**config.mk**
```make
export PLATFORM = sky130hd
export DESIGN_NAME = stk_frame_renamer
export DESIGN_NICKNAME = d
export VERILOG_FILES = /design/src/rtl/srfr_pkg.sv /design/src/rtl/srfr_xlate.sv /design/src/rtl/srfr_marker_stack.sv /design/src/rtl/srfr_frame_ctl.sv /design/src/rtl/stk_frame_renamer.sv
export SDC_FILE = /design/constraint.sdc
export NUM_CORES = 1
export LEC_CHECK = 0
export BUFFER_PORTS_ARGS = -buffer_cell sky130_fd_sc_hd__buf_4
export CORE_MARGIN = 8
export CORE_UTILIZATION = 45
export CTS_BUF_LIST = sky130_fd_sc_hd__clkbuf_8
export CTS_CLUSTER_DIAMETER = 100
export DETAILED_ROUTE_END_ITERATION = 8
export PLACE_DENSITY = 0.66
export SLEW_MARGIN = 20
export SYNTH_ARGS = -nofsm -noshare
export SYNTH_HDL_FRONTEND = slang
export SYNTH_HIERARCHICAL = 1
export SYNTH_SLANG_ARGS = --single-unit
```
**constraint.sdc**
```tcl
create_clock -name clk -period 7.2 [get_ports clk]
set_input_delay 0.36 -clock clk [delete_from_list [all_inputs] [get_ports clk]]
set_output_delay 0.36 -clock clk [all_outputs]
set_load 0.02 [all_outputs]
```
**src/rtl/srfr_pkg.sv**
```systemverilog
package srfr_pkg;
  typedef enum logic [2:0] {
    OP_NOP   = 3'd0,
    OP_ALLOC = 3'd1,
    OP_CALL  = 3'd2,
    OP_RET   = 3'd3,
    OP_ROT   = 3'd4
  } srfr_op_e;
endpackage

```
**src/rtl/srfr_xlate.sv**
```systemverilog
module srfr_xlate #(
  parameter int NSTATIC = 32,
  parameter int NPHYS   = 96,
  parameter int LW      = 7,
  parameter int SZW     = 7,
  parameter int PW      = 7,
  parameter int XW      = 7
) (
  input  logic [LW-1:0]  lreg,
  input  logic [PW-1:0]  bof,
  input  logic [SZW-1:0] sof,
  input  logic [SZW-1:0] sor,
  input  logic [SZW-1:0] rrb,
  output logic [XW-1:0]  phys,
  output logic           ill
);
  localparam int AW = ((LW > SZW) ? LW : SZW) + 2;

  logic [AW-1:0] l_w;
  logic [AW-1:0] off;
  logic [AW-1:0] sum;

  always_comb begin
    l_w  = AW'(lreg);
    off  = '0;
    sum  = '0;
    phys = '0;
    ill  = 1'b0;
    if (l_w < AW'(NSTATIC)) begin
      phys = XW'(lreg);
    end else begin
      off = l_w - AW'(NSTATIC);
      if (off >= AW'(sof)) begin
        ill = 1'b1;
      end else begin
        // rotating region: rename offset by the rotation base
        if (off < AW'(sor)) begin
          off = off + AW'(rrb);
          if (off >= AW'(sor)) off = off - AW'(sor);
        end
        sum = AW'(bof) + off;
        if (sum >= AW'(NPHYS)) sum = sum - AW'(NPHYS);
        phys = XW'(AW'(NSTATIC) + sum);
      end
    end
  end
endmodule

```
**src/rtl/srfr_marker_stack.sv**
```systemverilog
module srfr_marker_stack #(
  parameter int DEPTH = 8,
  parameter int MW    = 35
) (
  input  logic          clk,
  input  logic          rst,
  input  logic          push,
  input  logic          pop,
  input  logic [MW-1:0] wdata,
  output logic [MW-1:0] top,
  output logic          full,
  output logic          empty
);
  localparam int SPW = $clog2(DEPTH + 1);
  localparam int IW  = (DEPTH > 1) ? $clog2(DEPTH) : 1;

  logic [MW-1:0]  mem [DEPTH];
  logic [SPW-1:0] sp;

  assign full  = (sp == SPW'(DEPTH));
  assign empty = (sp == '0);
  assign top   = mem[IW'(sp - SPW'(1))];

  always_ff @(posedge clk) begin
    if (push && !full) mem[IW'(sp)] <= wdata;
  end

  always_ff @(posedge clk) begin
    if (rst) begin
      sp <= '0;
    end else if (push && !full) begin
      sp <= sp + SPW'(1);
    end else if (pop && !empty) begin
      sp <= sp - SPW'(1);
    end
  end


  push_full_chk: assert property (@(posedge clk) disable iff (rst) push |-> !full);

  pop_empty_chk: assert property (@(posedge clk) disable iff (rst) pop |-> !empty);
endmodule

```
**src/rtl/srfr_frame_ctl.sv**
```systemverilog
module srfr_frame_ctl
  import srfr_pkg::*;
#(
  parameter int NPHYS = 96,
  parameter int SZW   = 7,
  parameter int PW    = 7,
  parameter int RESW  = 10,
  parameter int MW    = 35
) (
  input  logic           clk,
  input  logic           rst,
  input  logic [2:0]     op,
  input  logic [SZW-1:0] a_sof,
  input  logic [SZW-1:0] a_sol,
  input  logic [SZW-1:0] a_sor,
  input  logic           m_full,
  input  logic           m_empty,
  input  logic [MW-1:0]  m_top,
  output logic           push,
  output logic           pop,
  output logic [MW-1:0]  m_wdata,
  output logic [PW-1:0]  bof,
  output logic [SZW-1:0] sof,
  output logic [SZW-1:0] sol,
  output logic [SZW-1:0] sor,
  output logic [SZW-1:0] rrb,
  output logic           spill_req,
  output logic           fill_req
);
  localparam int BW = PW + 1;
  localparam logic [SZW-1:0] ONE = SZW'(1);

  logic [PW-1:0]   bof_n;
  logic [SZW-1:0]  sof_n, sol_n, sor_n, rrb_n;
  logic [RESW-1:0] res, res_n;
  logic            spill_n, fill_n;
  logic [BW-1:0]   bsum;
  logic            alloc_ok;

  logic [PW-1:0]  t_bof;
  logic [SZW-1:0] t_sol, t_sof, t_sor, t_rrb;

  assign {t_bof, t_sol, t_sof, t_sor, t_rrb} = m_top;
  assign m_wdata  = {bof, sol, sof, sor, rrb};
  assign alloc_ok = (a_sol <= a_sof) && (a_sof <= SZW'(NPHYS)) && (a_sor <= a_sol);

  always_comb begin
    bof_n   = bof;
    sof_n   = sof;
    sol_n   = sol;
    sor_n   = sor;
    rrb_n   = rrb;
    res_n   = res;
    push    = 1'b0;
    pop     = 1'b0;
    spill_n = 1'b0;
    fill_n  = 1'b0;
    bsum    = BW'(bof) + BW'(sol);
    case (op)
      OP_ALLOC: begin
        if (alloc_ok) begin
          sof_n = a_sof;
          sol_n = a_sol;
          sor_n = a_sor;
          rrb_n = '0;
          res_n = res - RESW'(sof) + RESW'(a_sof);
        end
      end
      OP_CALL: begin
        if (!m_full) begin
          push  = 1'b1;
          bof_n = (bsum >= BW'(NPHYS)) ? PW'(bsum - BW'(NPHYS)) : PW'(bsum);
          sof_n = sof - sol;
          sol_n = '0;
          sor_n = '0;
          rrb_n = '0;
        end else begin
          spill_n = 1'b1;
        end
      end
      OP_RET: begin
        if (!m_empty) begin
          pop   = 1'b1;
          bof_n = t_bof;
          sol_n = t_sol;
          sof_n = t_sof;
          sor_n = t_sor;
          rrb_n = t_rrb;
          res_n = res - RESW'(sof) + RESW'(t_sof) - RESW'(t_sol);
        end else begin
          fill_n = 1'b1;
        end
      end
      OP_ROT: begin
        if (sor != '0) rrb_n = (rrb == '0) ? (sor - ONE) : (rrb - ONE);
      end
      default: ;
    endcase
    if (res_n > RESW'(NPHYS)) spill_n = 1'b1;
  end

  always_ff @(posedge clk) begin
    if (rst) begin
      bof       <= '0;
      sof       <= '0;
      sol       <= '0;
      sor       <= '0;
      rrb       <= '0;
      res       <= '0;
      spill_req <= 1'b0;
      fill_req  <= 1'b0;
    end else begin
      bof       <= bof_n;
      sof       <= sof_n;
      sol       <= sol_n;
      sor       <= sor_n;
      rrb       <= rrb_n;
      res       <= res_n;
      spill_req <= spill_n;
      fill_req  <= fill_n;
    end
  end


  sizes_chk: assert property (@(posedge clk) disable iff (rst)
    (sor <= sol) && (sol <= sof) && (sof <= SZW'(NPHYS)));

  rot_step_chk: assert property (@(posedge clk) disable iff (rst)
    (op == OP_ROT && sor != '0 && rrb != '0) |=> (rrb == $past(rrb) - ONE));

  rot_range_chk: assert property (@(posedge clk) disable iff (rst)
    (sor != '0) |-> (rrb < sor));

  fill_hold_chk: assert property (@(posedge clk) disable iff (rst)
    fill_req |-> ($stable(bof) && $stable(sof) && $stable(sol)));
endmodule

```
**src/rtl/stk_frame_renamer.sv**
```systemverilog
module stk_frame_renamer #(
  parameter int NSTATIC = 32,
  parameter int NPHYS   = 96,
  parameter int DEPTH   = 8,
  parameter int NRD     = 2,
  parameter int NWR     = 1
) (
  input  logic                             clk,
  input  logic                             rst,
  input  logic [2:0]                       op,
  input  logic [$clog2(NPHYS+1)-1:0]       alloc_sof,
  input  logic [$clog2(NPHYS+1)-1:0]       alloc_sol,
  input  logic [$clog2(NPHYS+1)-1:0]       alloc_sor,
  input  logic [NRD*$clog2(NSTATIC+NPHYS)-1:0] rd_lreg,
  input  logic [NWR*$clog2(NSTATIC+NPHYS)-1:0] wr_lreg,
  output logic [NRD*$clog2(NSTATIC+NPHYS)-1:0] rd_phys,
  output logic [NRD-1:0]                   rd_ill,
  output logic [NWR*$clog2(NSTATIC+NPHYS)-1:0] wr_phys,
  output logic [NWR-1:0]                   wr_ill,
  output logic                             spill_req,
  output logic                             fill_req
);
  localparam int LW   = $clog2(NSTATIC + NPHYS);
  localparam int XW   = LW;
  localparam int PW   = $clog2(NPHYS);
  localparam int SZW  = $clog2(NPHYS + 1);
  localparam int RESW = $clog2((DEPTH + 1) * NPHYS + 1);
  localparam int MW   = PW + 4 * SZW;
  localparam int NP   = NRD + NWR;

  logic [PW-1:0]  bof;
  logic [SZW-1:0] sof, sol, sor, rrb;
  logic           push, pop, m_full, m_empty;
  logic [MW-1:0]  m_wdata, m_top;

  logic [NP*LW-1:0] all_l;
  logic [NP*XW-1:0] phys_c, phys_q;
  logic [NP-1:0]    ill_c, ill_q;

  srfr_frame_ctl #(
    .NPHYS(NPHYS), .SZW(SZW), .PW(PW), .RESW(RESW), .MW(MW)
  ) u_ctl (
    .clk(clk), .rst(rst), .op(op),
    .a_sof(alloc_sof), .a_sol(alloc_sol), .a_sor(alloc_sor),
    .m_full(m_full), .m_empty(m_empty), .m_top(m_top),
    .push(push), .pop(pop), .m_wdata(m_wdata),
    .bof(bof), .sof(sof), .sol(sol), .sor(sor), .rrb(rrb),
    .spill_req(spill_req), .fill_req(fill_req)
  );

  srfr_marker_stack #(.DEPTH(DEPTH), .MW(MW)) u_stk (
    .clk(clk), .rst(rst), .push(push), .pop(pop), .wdata(m_wdata),
    .top(m_top), .full(m_full), .empty(m_empty)
  );

  assign all_l = {wr_lreg, rd_lreg};

  for (genvar p = 0; p < NP; p++) begin : g_port
    srfr_xlate #(
      .NSTATIC(NSTATIC), .NPHYS(NPHYS), .LW(LW), .SZW(SZW), .PW(PW), .XW(XW)
    ) u_xl (
      .lreg(all_l[p*LW +: LW]), .bof(bof), .sof(sof), .sor(sor), .rrb(rrb),
      .phys(phys_c[p*XW +: XW]), .ill(ill_c[p])
    );
  end

  always_ff @(posedge clk) begin
    if (rst) begin
      phys_q <= '0;
      ill_q  <= '0;
    end else begin
      phys_q <= phys_c;
      ill_q  <= ill_c;
    end
  end

  assign rd_phys = phys_q[NRD*XW-1:0];
  assign wr_phys = phys_q[NP*XW-1:NRD*XW];
  assign rd_ill  = ill_q[NRD-1:0];
  assign wr_ill  = ill_q[NP-1:NRD];


  static_map_chk: assert property (@(posedge clk) disable iff (rst)
    (!$past(rst) && ($past(rd_lreg[LW-1:0]) < LW'(NSTATIC)))
      |-> (rd_phys[XW-1:0] == $past(rd_lreg[LW-1:0]) && !rd_ill[0]));

  ill_zero_chk: assert property (@(posedge clk) disable iff (rst)
    wr_ill[0] |-> (wr_phys[XW-1:0] == '0));
endmodule

```
Yosys cells after proc, flatten, opt, wreduce, memory -nomap -nowiden
Memory sizes are Yosys's and may differ from the RTL's.
Cells that the tools add are included.
- memory bits (writable): 280
- memories: 1
- bits of input ports: 47
- flip-flop bits (word level): 75
- word-level logic and storage cells: 158
- $add $sub $neg: 29
- bitwise logic cells: 1
- reduce and logical (&&, ||, !) cells: 20
- magnitude comparators: 20
- muxes and demuxes: 65
- equality and inequality tests: 9
- memories (name ; depth ; width ; read ports ; clocked after Yosys merged registers in ; wr ports ; RTL line ; source):
    u_stk.mem ; 8 ; 35 ; 1 ; 0 ; 1 ; srfr_marker_stack.sv:17 ; logic [MW-1:0] mem [DEPTH];
- operator list (kind ; number):
    two-way mux 7 bit ; 30
    two-way mux 9 bit ; 12
    one-hot mux 7 bit (3 select lines) ; 3
    greater-or-equal comparator 9 x 7 -> 1 bit ; 6
    one-hot mux 7 bit (4 select lines) ; 1
    subtractor 7 bit (second input constant) ; 4
    adder 7 x 9 -> 9 bit ; 3
    adder 9 x 7 -> 9 bit ; 3
    greater-or-equal comparator 9 x 7 -> 1 bit (second input constant) ; 3
    less-than comparator 9 x 7 -> 1 bit ; 3
    subtractor 9 x 7 -> 9 bit ; 3
    subtractor 7 x 6 -> 8 bit (second input constant) ; 3
    adder 6 x 7 -> 7 bit (first input constant) ; 3
    less-than comparator 7 x 6 -> 1 bit (second input constant) ; 3
    adder 10 x 7 -> 10 bit ; 2
    two-way mux 10 bit ; 2
    one-hot mux 10 bit (2 select lines) ; 1
    subtractor 10 x 7 -> 10 bit ; 2
    less-or-equal comparator 7 bit ; 2
    one-hot mux 7 bit (2 select lines) ; 1
    subtractor 7 x 1 -> 7 bit (second input constant) ; 2
    two-way mux 1 bit ; 13
    > comparator 10 x 7 -> 1 bit (second input constant) ; 1
    adder 7 x 7 -> 8 bit ; 1
    other kinds (25) ; 37

Logic depth before layout (Yosys ltp)
- word-level depth: 15
- gate-level depth with buffers: 32
- depth with buffers taken out: 30

By module
The synthesis kept the hierarchy.
- modules (own cells, without submodules) (module ; sequential area each (µm²) ; instances ; area an instance (µm²) ; cells an instance):
    srfr_marker_stack ; 8488.1 ; 1 ; 11048.1 ; 460
    srfr_frame_ctl ; 940.9 ; 1 ; 4939.7 ; 640
    srfr_xlate at g_port[0].u_xl ... ; 0.0 ; 2 ; 1660.3 ; 224
    srfr_xlate at g_port[2].u_xl ; 0.0 ; 1 ; 1706.6 ; 228
    stk_frame_renamer ; 480.5 ; 1 ; 693.2 ; 50

Worst setup path before layout
Ideal clock, no wire load.
- kind: register to register
- from: reg u_ctl.rrb[0]
- to: reg phys_q[12]
- stages on the path, launching flop included: 30
- path slack: 1.153 ns
- library setup time: 0.114 ns
- data required time: 7.086 ns
- clock period less this slack: 6.047 ns
- data arrival time: 5.933 ns
- cell sequence: dfxtp_1 > buf_4 > ha_1 > inv_1 > fa_1 > nor2b_1 > o31a_1 > o21a_1 > nor2_1 > xnor2_1 > ha_1 > and4_1 > a41oi_2 > and3_2 > clkbuf_1 > mux2i_1 > nand2_1 > o21ai_0 > ha_1 > a211oi_1 > o21bai_1 > a21oi_1 > xnor2_2 > ha_1 > a41o_4 > or4_1 > o41ai_2 > xnor2_1 > o22ai_1 > nor2b_2
- cells in the longest elaborated chain, start to end: 14
- elaborated cells between the ends (all ways): 16
- those cells by class: add/sub (5); order compare (2); mux (9)
- ends and longest elaborated chain (what ; RTL line ; source):
    start: declaration ; srfr_frame_ctl.sv:26 ; output logic [SZW-1:0] rrb,
    start signal: assignment ; srfr_frame_ctl.sv:117 ; rrb <= rrb_n;
    adder 9 x 7 -> 9 bit * ; srfr_xlate.sv:38 ; off = off + AW'(rrb);
    subtractor 9 x 7 -> 9 bit / greater-or-equal comparator 9 x 7 -> 1 bit (equally long branches) ; srfr_xlate.sv:39 ; if (off >= AW'(sor)) off = off - AW'(sor);
    two-way mux 9 bit * ; srfr_xlate.sv:39 ;
    two-way mux 9 bit * ; srfr_xlate.sv:37 ; if (off < AW'(sor)) begin
    two-way mux 9 bit * ; srfr_xlate.sv:33 ; if (off >= AW'(sof)) begin
    two-way mux 9 bit * ; srfr_xlate.sv:29 ; if (l_w < AW'(NSTATIC)) begin
    adder 7 x 9 -> 9 bit * ; srfr_xlate.sv:41 ; sum = AW'(bof) + off;
    greater-or-equal comparator 9 x 7 -> 1 bit / subtractor 7 bit (equally long branches) ; srfr_xlate.sv:42 ; if (sum >= AW'(NPHYS)) sum = sum - AW'(NPHYS);
    two-way mux 7 bit * ; srfr_xlate.sv:42 ;
    two-way mux 7 bit * ; srfr_xlate.sv:33 ;
    two-way mux 7 bit * ; srfr_xlate.sv:29 ;
    adder 6 x 7 -> 7 bit * ; srfr_xlate.sv:43 ; phys = XW'(AW'(NSTATIC) + sum);
    two-way mux 7 bit * ; srfr_xlate.sv:33 ;
    two-way mux 7 bit * ; srfr_xlate.sv:29 ;
    net phys_c[12] ; stk_frame_renamer.sv:37 ; logic [NP*XW-1:0] phys_c, phys_q;
    end signal: assignment ; stk_frame_renamer.sv:72 ; phys_q <= phys_c;
    end: declaration ; stk_frame_renamer.sv:37 ;
Mark *: on every way through the listed nets, which the timed path passes. The rest lies on a longest branch. The select of a mux whose other input is x is not followed.
A chain may end at the register's enable or synchronous reset.

Worst setup path in the final report
Same ends and word-level chain as after synthesis.

==> impl_results.md <==
- Starting Density: 0.4545
- Routed length per instance: 21.48 microns
- Power Total: 5.901 mW
- Clk slew on worst S/H paths: 0.06 ns
- Worst Hold Class: input pin to register
- Fin Setup TNS: 0 ns
- Area grow syn2layout: 10.26%
- First-pass GRT wire length: 84920 microns
- Syn avg cell area: 11.91 sq um
- CP arrival: approximately 7.1 ns
- Yosys warns: 6
- Vias in the first global route: between 15000 and 20000
- Final Core Density: 0.5011
- Crit path largest cell delay: 0.62 ns
- GRT Util Overall: 0.1930
- Critical Path Most Common Cell: ha_1
- Post-synthesis instance area: roughly 22000 sq um
- Final Cell Area: 23880 sq um
- Max Slew Vio Count: 0
- Row count: 80
- Grt ovf: 0
- I/O pins: 73
- Die Y: 235.4 microns
- Period Utilization, post-route: 0.9173
- Slew headroom: 0.2454
- ANT nets after route: 0
- Worst Hold End: phys_q[20]
- P_leak: 9.175 nW
- R2r endpoint: phys_q[12]
- Worst Setup Path Type: register to register
- DR vias: about 15000
- Mapped Nets: between 2000 and 2500
- Hold buffers post-CTS: 0
- Hold_ws: between 0.06 and 0.07 ns
- Critical Path RT: 7.70 ns
- Width of the die: 235.4 microns
- Worst Hold Launch: wr_lreg[6]
- Crit start category: register
- Slew at the pin closest to its max-slew limit: 1.129 ns
- Setup Buffers After CTS: 0
- TritonCTS Buffers: 59
- CP max FO: 14
- Die footprint: between 50000 and 60000 sq um
- Setup Skew: 0.02518 ns
- CTS-repair resized insts: 0
- Max_cap viols: 0
- Starting DRT DRC Count: around 1200
- Core ar.: 47650 sq um
- Fmax: 151.4 MHz
- CTS tree: built
- Synth Instances: 1819
- Htree depth: 2
- Endpoints failing setup: 0
- Clock Tree Buf Depth: 3
- Share of cells above drive strength 1: 0.1867
- DRC viols: 0
- Clock sinks: 355
- GP Congestion: 0.9222
- Worst vdd ir: 0.0001747 V
- Crit Reg-Reg Startpoint: u_ctl/rrb[0]
- R2R setup slack: 0.60 ns
- Clk_lat worst skew: roughly 0.66 ns
- Cell area after placement: 22640 sq um
- Hold Fails Final Rpt: 0
- DRT Wirelength: about 55000 microns
- Port bufs: 72
- Reg2reg path depth: 27
- RSZ-0062 raised after global routing: false
- Critical path's slowest cell: dfxtp_1
- Min Clock Period, post-route: ~6.6 ns
- Hpwl dp: 37280 microns
- NumNets Final: roughly 2100
- Root Driver: clkbuf_8
- WHS Path Cells: 4
- DRT Pass-1 Iters: 6
- Largest net degree at the start of global routing: 74
- Fill cells: 4177
- Outcome: completed
- Initial antenna violation count: 1
- DR vias/cell: ~6
- Pwr Density: 247.1 nW/um^2
- Worst Setup End Kind: register
-- worst max-delay path by stage --
stage / startpoint / to / slack (ns) / cells past startpoint
finish: u_ctl/rrb[0] / phys_q[12] / 0.60 / 27
CTS: u_ctl/rrb[0] / phys_q[12] / 0.65 / 27
global placement: u_ctl/rrb[0] / phys_q[12] / 0.83 / 27
floorplan: u_ctl/rrb[0] / phys_q[12] / 1.15 / 29
global route: u_ctl/rrb[0] / phys_q[12] / 0.12 / 27
detailed placement: u_ctl/rrb[0] / phys_q[12] / 0.66 / 27
-- cells in the final DEF, fill, tap and decap left out, drive strengths merged, types with 42 or more instances in the layout --
cell type  count
edfxtp       280
inv          164
ha           163
nor2         157
buf           92
a21oi         87
dfxtp         75
o21ai         75
mux4          70
clkbuf        65
nand2         65
xnor2         46
nor2b         45
a211oi        42
nor3          42
-- area by class of cell --
cell class,count,area (sq um),area share
Inverter,145,544.3,0.02280
Antenna cell,1,2.502,0.0001048
Tap cell,615,769.5,0.03223
Clock buffer,65,894.6,0.03747
Multi-Input combinational cell,1231,10720,0.4489
Clock inverter,46,344.1,0.01441
Sequential cell,355,9913,0.4152
Timing Repair Buffer,92,690.7,0.02893
-- state kept, by name, summed over array words and instances, names as in the netlist --
signal	count
ill_q	3
phys_q	21
u_ctl/bof	7
u_ctl/fill_req	1
u_ctl/res	10
u_ctl/rrb	7
u_ctl/sof	7
u_ctl/sol	7
u_ctl/sor	7
u_ctl/spill_req	1
u_stk/mem	280
u_stk/sp	4
-- per-layer routing --
layer	up-vias	wire, microns	GRT usage
met5	-	0	0
met4	0	1567	0.07102
met3	107	3302	0.02762
met2	505	26360	0.3312
met1	7403	23550	0.2461
li1	6963	-	-
-- through the flow --
stage          cells  setup slack (ns)
2_1_floorplan   1819             1.153
6_report        2550            0.5951
5_1_grt         2550            0.1172
3_3_place_gp    2438            0.8270
3_5_place_dp    2438            0.6644
4_1_cts         2549            0.6461
-- where the power goes --
| group | switching [mW] | total (mW) | internal (mW) |
|---|---|---|---|
| combinational | 0.954 | 1.70 | 0.743 |
| clock | 0.835 | 1.85 | 1.02 |
| sequential | 0.0841 | 2.35 | 2.27 |
| total | 1.87 | 5.90 | 4.03 |
-- critical path, delay by kind of cell (launching register included) --
| family | cells | cell delay (ns) |
|---|---|---|
| buffers and inverters | 1 | 0.06 |
| multiplexers | 1 | 0.24 |
| AND/OR/NAND/NOR | 7 | 1.49 |
| XOR/XNOR | 3 | 0.61 |
| flip-flops | 1 | 0.62 |
| AO/OA/AOI/OAI | 10 | 1.90 |
| adder cells (fa/ha/maj) | 5 | 1.54 |
(Power assumes the default switching activity.)
